===== config.mk =====
export PLATFORM = sky130hd
export DESIGN_NAME = transport_ctrl
export DESIGN_NICKNAME = d
export VERILOG_FILES = /design/src/rtl/transport_pkg.sv /design/src/rtl/xport_rst_sync.sv /design/src/rtl/xport_track.sv /design/src/rtl/xport_fsm.sv /design/src/rtl/transport_ctrl.sv
export SDC_FILE = /design/constraint.sdc
export NUM_CORES = 1
export LEC_CHECK = 0
export CORE_MARGIN = 2
export CORE_UTILIZATION = 40
export DETAILED_ROUTE_END_ITERATION = 16
export PLACE_DENSITY = 0.83
export SLEW_MARGIN = 30
export SYNTH_ARGS = -nofsm -noshare
export SYNTH_HDL_FRONTEND = slang
export SYNTH_HIERARCHICAL = 1
export SYNTH_SLANG_ARGS = --single-unit

===== constraint.sdc =====
create_clock -name clk -period 1.5 [get_ports clk]
set_clock_uncertainty 0.2 [all_clocks]
set_input_delay 0.15 -clock clk [delete_from_list [all_inputs] [get_ports clk]]
set_output_delay 0.15 -clock clk [all_outputs]
set_load 0.01 [all_outputs]

===== src/rtl/transport_pkg.sv =====
package transport_pkg;

  typedef enum logic [2:0] {
    XS_INIT      = 3'd0,
    XS_IDLE      = 3'd1,
    XS_REC       = 3'd2,
    XS_REC_STOP  = 3'd3,
    XS_PLAY      = 3'd4,
    XS_PLAY_STOP = 3'd5,
    XS_TRACK     = 3'd6
  } xport_state_e;

endpackage


===== src/rtl/xport_rst_sync.sv =====
module xport_rst_sync (
  input  logic clk,
  input  logic rst_n,
  output logic rst_sn
);
  logic stage_q;

  always_ff @(posedge clk or negedge rst_n) begin
    if (!rst_n) begin
      stage_q <= 1'b0;
      rst_sn  <= 1'b0;
    end else begin
      stage_q <= 1'b1;
      rst_sn  <= stage_q;
    end
  end
endmodule


===== src/rtl/xport_track.sv =====
module xport_track #(
  parameter int N_TRACKS = 8,
  localparam int TW = $clog2(N_TRACKS)
) (
  input  logic          clk,
  input  logic          rst_n,
  input  logic          inc,
  output logic [TW-1:0] trk_q
);
  localparam logic [TW-1:0] LAST = TW'(N_TRACKS - 1);

  logic [TW-1:0] trk_d;

  always_comb begin
    trk_d = trk_q;
    if (inc) trk_d = (trk_q == LAST) ? '0 : trk_q + 1'b1;
  end

  always_ff @(posedge clk or negedge rst_n) begin
    if (!rst_n)   trk_q <= '0;
    else if (inc) trk_q <= trk_d;
  end
endmodule


===== src/rtl/xport_fsm.sv =====
module xport_fsm
  import transport_pkg::*;
#(
  parameter int N_SUB = 3
) (
  input  logic             clk,
  input  logic             rst_n,
  input  logic             btn_rec,
  input  logic             btn_play,
  input  logic             btn_stop,
  input  logic             btn_track,
  input  logic             btn_power,
  input  logic [N_SUB-1:0] sub_ready,
  input  logic             cap_ack,
  input  logic             pb_ack,
  output xport_state_e     state_q,
  output xport_state_e     state_d,
  output logic             trk_inc,
  output logic             cap_start_req,
  output logic             cap_stop_req,
  output logic             pb_start_req,
  output logic             pb_stop_req
);
  logic pend_q, pend_d;

  // next-state process
  always_comb begin
    state_d = state_q;
    pend_d  = pend_q;
    trk_inc = 1'b0;
    unique case (state_q)
      XS_INIT: if (&sub_ready) state_d = XS_IDLE;
      XS_IDLE: begin
        if (btn_rec) begin
          state_d = XS_REC;
          pend_d  = 1'b1;
        end else if (btn_play) begin
          state_d = XS_PLAY;
          pend_d  = 1'b1;
        end else if (btn_track) begin
          state_d = XS_TRACK;
        end else if (btn_power) begin
          state_d = XS_INIT;
        end
      end
      XS_REC: begin
        if (pend_q) begin
          if (cap_ack) pend_d = 1'b0;
        end else if (btn_stop) begin
          state_d = XS_REC_STOP;
        end
      end
      XS_PLAY: begin
        if (pend_q) begin
          if (pb_ack) pend_d = 1'b0;
        end else if (btn_stop) begin
          state_d = XS_PLAY_STOP;
        end
      end
      XS_REC_STOP:  if (cap_ack) state_d = XS_IDLE;
      XS_PLAY_STOP: if (pb_ack)  state_d = XS_IDLE;
      XS_TRACK: begin
        trk_inc = 1'b1;
        state_d = XS_IDLE;
      end
      default: state_d = XS_INIT;
    endcase
  end

  // register process
  always_ff @(posedge clk or negedge rst_n) begin
    if (!rst_n) begin
      state_q <= XS_INIT;
      pend_q  <= 1'b0;
    end else begin
      state_q <= state_d;
      pend_q  <= pend_d;
    end
  end

  assign cap_start_req = (state_q == XS_REC)  && pend_q;
  assign pb_start_req  = (state_q == XS_PLAY) && pend_q;
  assign cap_stop_req  = (state_q == XS_REC_STOP);
  assign pb_stop_req   = (state_q == XS_PLAY_STOP);
endmodule


===== src/rtl/transport_ctrl.sv =====
module transport_ctrl
  import transport_pkg::*;
#(
  parameter int N_SUB    = 3,
  parameter int N_TRACKS = 8,
  localparam int TW = $clog2(N_TRACKS)
) (
  input  logic             clk,
  input  logic             rst_n,
  input  logic             btn_rec,
  input  logic             btn_play,
  input  logic             btn_stop,
  input  logic             btn_track,
  input  logic             btn_power,
  input  logic [N_SUB-1:0] sub_ready,
  output logic             cap_start_req,
  output logic             cap_stop_req,
  input  logic             cap_ack,
  output logic             pb_start_req,
  output logic             pb_stop_req,
  input  logic             pb_ack,
  output logic [2:0]       mode,
  output logic [TW-1:0]    track,
  output logic             disp_upd
);
  logic         rst_s;
  xport_state_e state_q, state_d;
  logic         trk_inc;
  logic         upd_d;

  xport_rst_sync u_rst (
    .clk    (clk),
    .rst_n  (rst_n),
    .rst_sn (rst_s)
  );

  xport_fsm #(.N_SUB(N_SUB)) u_fsm (
    .clk           (clk),
    .rst_n         (rst_s),
    .btn_rec       (btn_rec),
    .btn_play      (btn_play),
    .btn_stop      (btn_stop),
    .btn_track     (btn_track),
    .btn_power     (btn_power),
    .sub_ready     (sub_ready),
    .cap_ack       (cap_ack),
    .pb_ack        (pb_ack),
    .state_q       (state_q),
    .state_d       (state_d),
    .trk_inc       (trk_inc),
    .cap_start_req (cap_start_req),
    .cap_stop_req  (cap_stop_req),
    .pb_start_req  (pb_start_req),
    .pb_stop_req   (pb_stop_req)
  );

  xport_track #(.N_TRACKS(N_TRACKS)) u_trk (
    .clk   (clk),
    .rst_n (rst_s),
    .inc   (trk_inc),
    .trk_q (track)
  );

  // display strobe: registered from next mode and track step
  assign upd_d = (state_d != state_q) || trk_inc;

  always_ff @(posedge clk or negedge rst_s) begin
    if (!rst_s) disp_upd <= 1'b0;
    else        disp_upd <= upd_d;
  end

  assign mode = state_q;
endmodule


# ---- Yosys cells after proc, flatten, opt, wreduce, memory -nomap -nowiden
# Index checks and enable logic that the tools add are counted.
dict set report classes {
  addsub 1
  n_mul 0
  div_mod_pow 0
  magnitude_cmp 0
  n_eq_ne 9
  n_shift 0
  muxes 21
  bitwise_logic 0
  n_reduce_logical 7
}
# cell count
set op_table {}
lappend op_table {{3-bit two-way mux} 12}
lappend op_table {{3-bit case mux with 7 select lines} 1}
lappend op_table {{3-bit == test (second input constant)} 4}
lappend op_table {{1-bit two-way mux} 7}
lappend op_table {{3-bit by 2-bit == test with 1-bit output (second input constant)} 2}
lappend op_table {{3-bit by 1-bit adder with 3-bit output (second input constant)} 1}
lappend op_table {{3-bit by 1-bit == test with 1-bit output (second input constant)} 1}
lappend op_table {{3-bit zero test} 1}
lappend op_table {{3-bit inequality test} 1}
lappend op_table {{3-bit inequality test (second input constant)} 1}
lappend op_table {{1-bit case mux with 3 select lines} 1}
lappend op_table {{3-bit AND reduction} 1}
lappend op_table {{3-bit nonzero test} 1}
lappend op_table {{1-bit logical AND} 2}
lappend op_table {{2-bit AND reduction} 1}
lappend op_table {{1-bit logical OR} 1}
dict set report word_totals {
  register_bits 10
  latchBits 0
  ramBits 0
  rom_bits 0
  n_memories 0
}

# ---- Depth between registers and ports, before layout
dict set report depth {
  ltp_word 7
  ltp_mapped 6
  ltp_nobuf 5
}

# ---- Cells and area by module
# Netlist, hierarchy kept.
# mod instances cells_each area_per_inst_um2 seq_area_each_um2
set by_module_without_submodules {}
lappend by_module_without_submodules {xport_fsm 1 38 304.0 100.1}
lappend by_module_without_submodules {xport_track 1 11 142.6 75.1}
lappend by_module_without_submodules {transport_ctrl 1 5 58.8 25.0}
lappend by_module_without_submodules {xport_rst_sync 1 3 53.8 50.0}

# ---- Worst setup path before layout
# No wires, ideal clock.
dict set report synth_timing {
  path_kind {flip-flop to flip-flop}
  start {register u_fsm.state_q[0]}
  end {register disp_upd}
  setup_ns 0.138
  t_arrival_ns 1.520
  t_required_ns 1.162
  path_slack_ns -0.359
  stages_incl_launch_ff 7
  cell_sequence {dfrtp_1 > buf_6 > or2_1 > o21ai_1 > a22oi_2 > xor2_1 > or4_1}
}
dict set report synth_between {
  elab_chain_cells 7
}
# item line_no
set synth_lines {}
lappend synth_lines {{start, declared} xport_fsm.sv:16} ;# output xport_state_e state_q,
lappend synth_lines {{start signal, assigned} xport_fsm.sv:76} ;# state_q <= state_d;
lappend synth_lines {{3-bit two-way mux} xport_fsm.sv:42} ;# end else if (btn_power) begin
lappend synth_lines {{3-bit two-way mux} xport_fsm.sv:40} ;# end else if (btn_track) begin
lappend synth_lines {{3-bit two-way mux} xport_fsm.sv:37} ;# end else if (btn_play) begin
lappend synth_lines {{3-bit two-way mux} xport_fsm.sv:34} ;# if (btn_rec) begin
lappend synth_lines {{3-bit case mux with 7 select lines *} xport_fsm.sv:31} ;# unique case (state_q)
lappend synth_lines {{net state_d[0]} transport_ctrl.sv:27} ;# xport_state_e state_q, state_d;
lappend synth_lines {{3-bit inequality test *} transport_ctrl.sv:65} ;# assign upd_d = (state_d != state_q) || trk_inc;
lappend synth_lines {{1-bit logical OR *} transport_ctrl.sv:65}
lappend synth_lines {{net upd_d} transport_ctrl.sv:29} ;# logic upd_d;
lappend synth_lines {{end signal, assigned} transport_ctrl.sv:69} ;# else disp_upd <= upd_d;
lappend synth_lines {{end, declared} transport_ctrl.sv:24} ;# output logic disp_upd
# Mark *: on every way through the listed nets, which the timed path passes. The rest lies on a longest branch.
# A chain may end at the register's enable or synchronous reset.

# ---- Worst setup path in the final report
# Ends and elaborated chain as after synthesis.

==> qor.yml <==
status: "finished, violations left"
violations: "setup timing"
grt_usage_pct: 20.7
async_reset_ff_share_pct: 100
synthTopCellsByCount: "10 x dfrtp_1, 4 x a21oi_1, 4 x inv_1"
syn_avg_cell_area_sq_um: 9.81
layout_min_cycle_time_ns: 1.92
yosysWarnings: 6
slowest_stage: "dfrtp_2"
start_util_pct: 43.0
grt_pass1_wl_microns: 2170
synth_flop_cell: "dfrtp_1"
power.leakage_nw: 0.444
cts.path.max_buffers: 2
worst_hold_path_type: "register to register"
grt_start_max_net_pins: 11
die_area_sq_um: 1710
post-route-period-util_pct: 128
worstPathMaxFanout: 10
vdd_drop_max_uv: 1220
arrival_ns: 1.85
die_x_microns: 41.4
synth_area_sq_um: 559
fin_area_sq_um: 943
max_freq_ghz: 0.521
num_vias: 583
max_stage_delay_ns: 0.45
fin_nets: 112
clock_latency_ns: 0.26
design.core.area_sq_um: 1300
synth_cell_types: 27
wire_per_inst_microns: 13.3
final_core_utilization_pct: 72.5
drive_above_1_share_pct: 34.4
clkTransAtPathRegs_ns: 0.06
overflow: 0
seq_area_frac_synth_pct: 44.7
seq_area_sq_um: 254
grt_pass1_vias: 507
synthesis.nets: 71
path_buf_inv: 0
placed_cell_area_sq_um: 875
port_buffers: 22
cpLargestDelayFamily: "simple AND/OR/NAND/NOR gates"
drt_iter0_drc: 10
netlist.top_cell.by_area: "dfrtp_1"
synth_seq_cells: 10
synth-edff-count: 0
ant_nets: 0
cts_buffers: 3
num_io_pins: 23
antenna_found_initial: 0
cts_tree: "built"
hold_ws_ns: 0.158
path_class: "register to register"
nFillCells: 101
totalPowerFinal_mw: 1.73
fin_ws_ns: -0.421
dp_hpwl_microns: 1120
vias_per_cell: 5.25
chipHeight_microns: 41.4
place.gp.congestion: 0.848
critPathRequiredTime_ns: 1.43
post-synth-top-count-cell: "dfrtp_1"
cap_violations: 0
antennaDiodeCount: 0
hold_viol: 0
cts_root_buffer: "clkbuf_4"
drc: 0
finalSetupViolations: 6
critical_path.cell_chain: "and4b_1, o22ai_1, a22oi_2, xor2_1, or4_1"
h-tree-depth: 1
syn_inst: 57
p_per_area_nw_per_um2: 1830
start_kind: "register"
synth_top_area_share_pct: 44.7
syn_to_final_growth_pct: 68.7
end_kind: "register"
multi_input_area_sq_um: 304
pre_cts_ws_ns: -0.566
slew_violations: 0
synthTopCellsByArea: "dfrtp_1 45%, xor2_1 4.7%, ha_1 4.5%, mux2_2 4.0%, nand3b_1 4.0%"
rsz0062_at_grt: "true"
drtPass1Iterations: 5
core.rowCount: 13
wl_microns: 1480
clkSinkCount: 10
-- power breakdown --
part           total (mW)  internal [mW]  switching (mW)
clock               0.175         0.0922          0.0825
sequential          0.509          0.385           0.124
combinational        1.04          0.569           0.474
-- metrics by stage --
| step | cells | TNS, ns |
|---|---|---|
| finish | 111 | -0.847 |
| global route | 111 | -1.30 |
| CTS | 111 | -1.22 |
| detailed placement | 104 | -2.03 |
| global placement | 104 | -1.92 |
| floorplan | 57 | -0.485 |
-- registers in the layout, summed over array words and instances, names as in the netlist --
signal and flops:
disp_upd 1, u_fsm/pend_q 1, u_fsm/state_q 3, u_rst/rst_sn 1
u_rst/stage_q 1, u_trk/trk_q 3
-- routing by layer --
metal  part of all wire [%]  up-vias  track usage, %
met5                      0        -               0
met4                      0        0            2.42
met3                    4.9        0            10.1
met2                     52       15            32.8
met1                     43      290            26.1
li1                       -      278               -
-- final cells by class --
type / count / share of cell area, %
Multi-Input combinational cell: 41 / 32.2
Inverter: 4 / 1.59
Sequential cell: 10 / 26.9
Clock buffer: 3 / 2.39
Tap cell: 15 / 1.99
Timing Repair Buffer: 38 / 34.9
-- timing repair --
item	CTS	global route
buffers inserted	2	0
hold buffers	2	0
setup endpoints to repair	14	10
pin swaps	0	1
endpoints found under the hold margin	10	0
gates resized for setup	25	8
-- cell usage in the layout, fill, tap and decap left out, drive strengths merged --
| cell | n |
|---|---|
| buf | 18 |
| clkdlybuf4s50 | 11 |
| dfrtp | 10 |
| inv | 4 |
| a21oi | 4 |
| clkbuf | 4 |
| o21ai | 4 |
| xor2 | 3 |
| dlygate4sd2 | 3 |
| nand2 | 3 |
| nand3b | 3 |
| nor2 | 3 |
| nor2b | 3 |
| dlygate4sd3 | 2 |
| clkdlybuf4s15 | 2 |
| o22ai | 2 |
| nor3 | 2 |
| mux2 | 2 |
| ha | 2 |
| or4 | 1 |
| dlymetal6s2s | 1 |
| and2 | 1 |
| nand2b | 1 |
| a31o | 1 |
| and4b | 1 |
| nor4 | 1 |
| or2 | 1 |
| a22oi | 1 |
| o211ai | 1 |
| conb | 1 |
-- worst paths after layout --
kind | slack, ns | startpoint | end | cells after the start
setup / recovery | -0.42 | u_fsm/state_q[0]$_DFF_PN0_ | disp_upd$_DFF_PN0_ | 5
hold / removal | 0.16 | u_rst/stage_q$_DFF_PN0_ | u_rst/rst_sn$_DFF_PN0_ | 0
setup reg to reg | -0.42 | u_fsm/state_q[0]$_DFF_PN0_ | disp_upd$_DFF_PN0_ | 5
hold reg to reg | 0.16 | u_rst/stage_q$_DFF_PN0_ | u_rst/rst_sn$_DFF_PN0_ | 0
max in group asynchronous | 0.32 | u_rst/rst_sn$_DFF_PN0_ | u_fsm/state_q[2]$_DFF_PN0_ | 1
min in group asynchronous | 0.40 | rst_n | u_rst/stage_q$_DFF_PN0_ | 2
-- cell families (layout without fill, tap and decap cells) --
family	after synthesis	count (layout)	share of synthesized area, %
AO/OA/AOI/OAI	13	13	14.5
XOR/XNOR	3	3	4.70
adder cells (fa/ha/maj)	2	2	4.47
buffers and inverters	6	45	5.59
flip-flops	10	10	44.7
multiplexers	2	2	4.03
other	1	1	0.670
AND/OR/NAND/NOR	20	20	21.3
No activity file was read; power rests on OpenSTA's default activity.
